**src/rtl/quad_rail_codec.sv**
```systemverilog
module quad_rail_codec #(
  parameter int DATA_W = 16,
  parameter bit INVERT = 1'b1
) (
  input  logic [DATA_W-1:0]   enc_data_i,
  input  logic                enc_valid_i,
  output logic [2*DATA_W-1:0] enc_rails_o,
  input  logic [2*DATA_W-1:0] dec_rails_i,
  output logic [DATA_W-1:0]   dec_data_o,
  output logic [DATA_W/2-1:0] grp_done_o,
  output logic                word_valid_o,
  output logic                word_empty_o,
  output logic                code_err_o
);
  localparam int GROUPS = DATA_W / 2;

  logic [GROUPS-1:0] grp_none;
  logic [GROUPS-1:0] grp_multi;

  for (genvar g = 0; g < GROUPS; g++) begin : g_grp
    logic [3:0] enc_act;
    logic [3:0] dec_act;
    logic [3:0] dec_low_cleared;

    assign enc_act = enc_valid_i ? (4'b0001 << enc_data_i[2*g +: 2]) : 4'b0000;

    if (INVERT) begin : g_neg
      assign enc_rails_o[4*g +: 4] = ~enc_act;
      assign dec_act               = ~dec_rails_i[4*g +: 4];
    end else begin : g_pos
      assign enc_rails_o[4*g +: 4] = enc_act;
      assign dec_act               = dec_rails_i[4*g +: 4];
    end

    assign dec_low_cleared = dec_act & (dec_act - 4'd1);
    assign grp_none[g]     = (dec_act == 4'b0000);
    assign grp_multi[g]    = (dec_low_cleared != 4'b0000);
    assign grp_done_o[g]   = !grp_none[g] && !grp_multi[g];

    assign dec_data_o[2*g +: 2] = grp_done_o[g] ?
                                  {dec_act[3] | dec_act[2], dec_act[3] | dec_act[1]} : 2'b00;
  end

  assign word_valid_o = &grp_done_o;
  assign word_empty_o = &grp_none;
  assign code_err_o   = |grp_multi;
endmodule


```
**config.mk**
```make
export PLATFORM = sky130hd
export DESIGN_NAME = quad_rail_codec
export DESIGN_NICKNAME = d
export VERILOG_FILES = /design/src/rtl/quad_rail_codec.sv
export SDC_FILE = /design/constraint.sdc
export NUM_CORES = 1
export LEC_CHECK = 0
export ABC_AREA = 1
export BUFFER_PORTS_ARGS = -buffer_cell sky130_fd_sc_hd__buf_2
export CAP_MARGIN = 20
export CELL_PAD_IN_SITES_DETAIL_PLACEMENT = 2
export CELL_PAD_IN_SITES_GLOBAL_PLACEMENT = 2
export CORE_AREA = 2 2 89 91
export DETAILED_ROUTE_END_ITERATION = 8
export DIE_AREA = 0 0 91 93
export PLACE_DENSITY_LB_ADDON = 0.1
export SLEW_MARGIN = 10
export SYNTH_ARGS = -nofsm -noshare
export SYNTH_HDL_FRONTEND = slang
export SYNTH_SLANG_ARGS = --single-unit
```
**constraint.sdc**
```tcl
create_clock -name vclk -period 0.8
set_input_delay 0.04 -clock vclk [all_inputs]
set_output_delay 0.04 -clock vclk [all_outputs]
set_load 0.03 [all_outputs]
```
==> out/results.md <==
| Quantity | Reported | Unit |
|---|---|---|
| Transition time at the pin with the least slew margin | 0.301 | ns |
| Area contributors post-synth | nand2_1 (25%), inv_1 (22%), nand3_1 (18%) | - |
| Most frequently used cell type in the post-synthesis netlist | nand2_1 | - |
| Largest net degree at the start of global routing | 33 | - |
| Final wirelength | 6.28 | mm |
| Global-route wire length before repair | 8.34 | mm |
| Initial antenna violation count | 0 | - |
| Cell area after placement | 1820 | um^2 |
| Status | finished with violations | - |
| Final worst setup slack | -0.159 | ns |
| Number of diodes added for antenna fixing | 0 | - |
| Setup Crit Path Kind | in -> out | - |
| Launch point of the worst path | dec_rails_i[29] | - |
| Most Frequent Cell on Critical Path | nand2_2 | - |
| Routability congestion estimate | 0.659 | - |
| Share of the synthesized area in the top cell type | 25.3 | % |
| Final instance area | 2940 | um^2 |
| Overflow left after global routing | 0 | - |
| Worst hold slack | 0.346 | ns |
| Cell leakage power | 1.55 | nW |
| Post-synthesis to final-layout area growth | 236 | % |
| Number of global-route vias before repair | 1868 | - |
| Detailed-route via count | 1799 | - |
| Via density | 3.90 | - |
| Initial Util | 11.6 | % |
| Crit-path slowest cell | buf_6 | - |
| Arrival time of data at the critical path endpoint | 0.92 | ns |
| Detailed Route Iter0 Violations | 10 | - |
| Die height | 93 | um |
| Number of filler cells placed in the layout | 917 | - |
| Finish-stage setup viols | 15 | - |
| Number of max-slew violations in the final report | 0 | - |
| Period utilization | 120 | % |
| Nature of the critical path endpoint | primary output | - |
| Crit Path Max Fanout | 3 | - |
| Final critical delay including setup and external delays | 0.959 | ns |
| IR Drop Worst-Case VDD | 0.244 | mV |
| Required time of the critical path | 0.76 | ns |
| Final antenna-violating net count | 0 | - |
| Row cnt | 32 | - |
| Total GRT Usage | 11.6 | % |
| Final Hold Violating Endpoints | 0 | - |
| Proportion of synthesized chip area in sequential cells | 0 | % |
| YS warnings | 0 | - |
| Setup Total Neg Slack | -0.849 | ns |
| Power density normalized to cell area | 655 | nW/um^2 |
| Top cells by count, synth | nand2_1 (59), inv_1 (51), nand3_1 (32) | - |
| Critical path's largest stage delay | 0.15 | ns |
| Startpoint kind of the worst setup timing path | primary input | - |
| Number of clock-tree buffers in the layout | 0 | - |
| Max transition margin | 79.9 | % |
| Number of I/O pins | 108 | - |
| Post-Syn Area | 876 | um^2 |
| Path type of the worst min-delay path | in -> out | - |
| Termination of the worst setup path | word_valid_o | - |
| Die Wd | 91 | um |
| Sequential cell area in the final layout | 0 | um^2 |
| Failing checks | negative setup slack | - |
| Count of port buffers added during placement | 108 | - |
| Maximum clock frequency | 1.04 | GHz |
| Final-stage net count | 410 | - |
| Setup repair after global routing missed its margin | true | - |
| Post-detail-place hpwl | 4.34 | mm |
| Number of sequential cells in the layout | 0 | - |
| Critical path, cell by cell | buf_8 -> nand2_2 -> inv_2 -> nand2_2 -> nand2_2 -> nand2_4 -> nor2_4 -> nand2_2 -> nor2_2 -> buf_6 | - |
| Yosys top cell by area | nand2_1 | - |
| DRC violations left | 0 | - |
| Post-synth cell types | 11 | - |
| # Max-Cap Violations | 0 | - |
| Core ar. | 7530 | um^2 |
| Number of iterations in the first detailed-routing pass | 4 | - |
| Synthesized Nets | 255 | - |
| Avg WL per Cell | 13.6 | um |
| Ratio of cells with drive above 1 in the final layout | 82.5 | % |
| Per-instance average area after synthesis | 4.25 | um^2 |
| Total die area | 8460 | um^2 |
| Post-synthesis instance total | 206 | - |
worst max-delay path, delay by kind of cell:
| kind | cells | cell delay, ns |
|---|---|---|
| buf+inv | 3 | 0.30 |
| simple gates | 7 | 0.59 |
routing by layer:
metal / wire (um) / vias to the layer above / track usage [%]
li1: - / 900 / -
met1: 2150 / 843 / 12.2
met2: 3770 / 56 / 24.6
met3: 364 / 0 / 2.34
met4: 0 / 0 / 0
met5: 0 / - / 0
metrics by stage:
stage	total power (W)	utilization (%)	setup slack, ns	cells
2_1_floorplan	0.000641	-	0.00372	206
3_3_place_gp	0.00118	24.2	-0.223	448
3_5_place_dp	0.00120	24.2	-0.257	448
4_1_cts	0.00154	31.5	-0.133	456
5_1_grt	0.00206	39.1	-0.221	461
6_report	0.00193	39.1	-0.159	461
cell type report:
cell class,instances,area [um^2],share of cell area [%]
inverters,67,312,10.6
multi-input cells,136,1110,37.7
well taps,102,128,4.34
repair buffers,156,1390,47.4
worst min path at each step:
stage	slack [ns]	start	end	cells after the start
final	0.35	dec_rails_i[5]	dec_data_o[2]	3
after global routing	0.36	dec_rails_i[5]	dec_data_o[2]	3
after CTS	0.34	dec_rails_i[13]	dec_data_o[6]	3
after detailed placement	0.41	dec_rails_i[13]	dec_data_o[6]	3
after global placement	0.40	dec_rails_i[13]	dec_data_o[6]	3
after floorplan	0.18	dec_rails_i[1]	dec_data_o[0]	1
cell families (layout without fill, tap and decap cells):
| logic type | count (synthesis) | count (layout) | share of synthesized area, % |
|---|---|---|---|
| and+or+nand+nor | 125 | 125 | 63.3 |
| buffers and inverters | 70 | 223 | 30.4 |
| AOI/OAI and AO/OA | 11 | 11 | 6.29 |
power breakdown:
| group | internal (W) | leakage (nW) | switching [W] | total [W] |
|---|---|---|---|---|
| clock | 0 | 0 | 0 | 0 |
| combinational | 0.000882 | 1.55 | 0.00105 | 0.00193 |
| sequential | 0 | 0 | 0 | 0 |
what timing repair did:
item / CTS / global route
gates resized for setup: 139 / 163
setup buffers: 9 / 10
endpoints found under the setup margin: 52 / 25
hold endpoints to repair: 0 / 0
hold buffers: 0 / 0
pin swaps: 40 / 63
cells in the final DEF (no fill, tap or decap), drive strengths merged:
cell type  synthesis  layout
buf                3     156
nand2             73      73
inv               67      67
nand3             32      32
nor2              19      19
a21oi              8       8
o21ai              3       3
nand4              1       1
No activity file was read; power rests on OpenSTA's default activity.
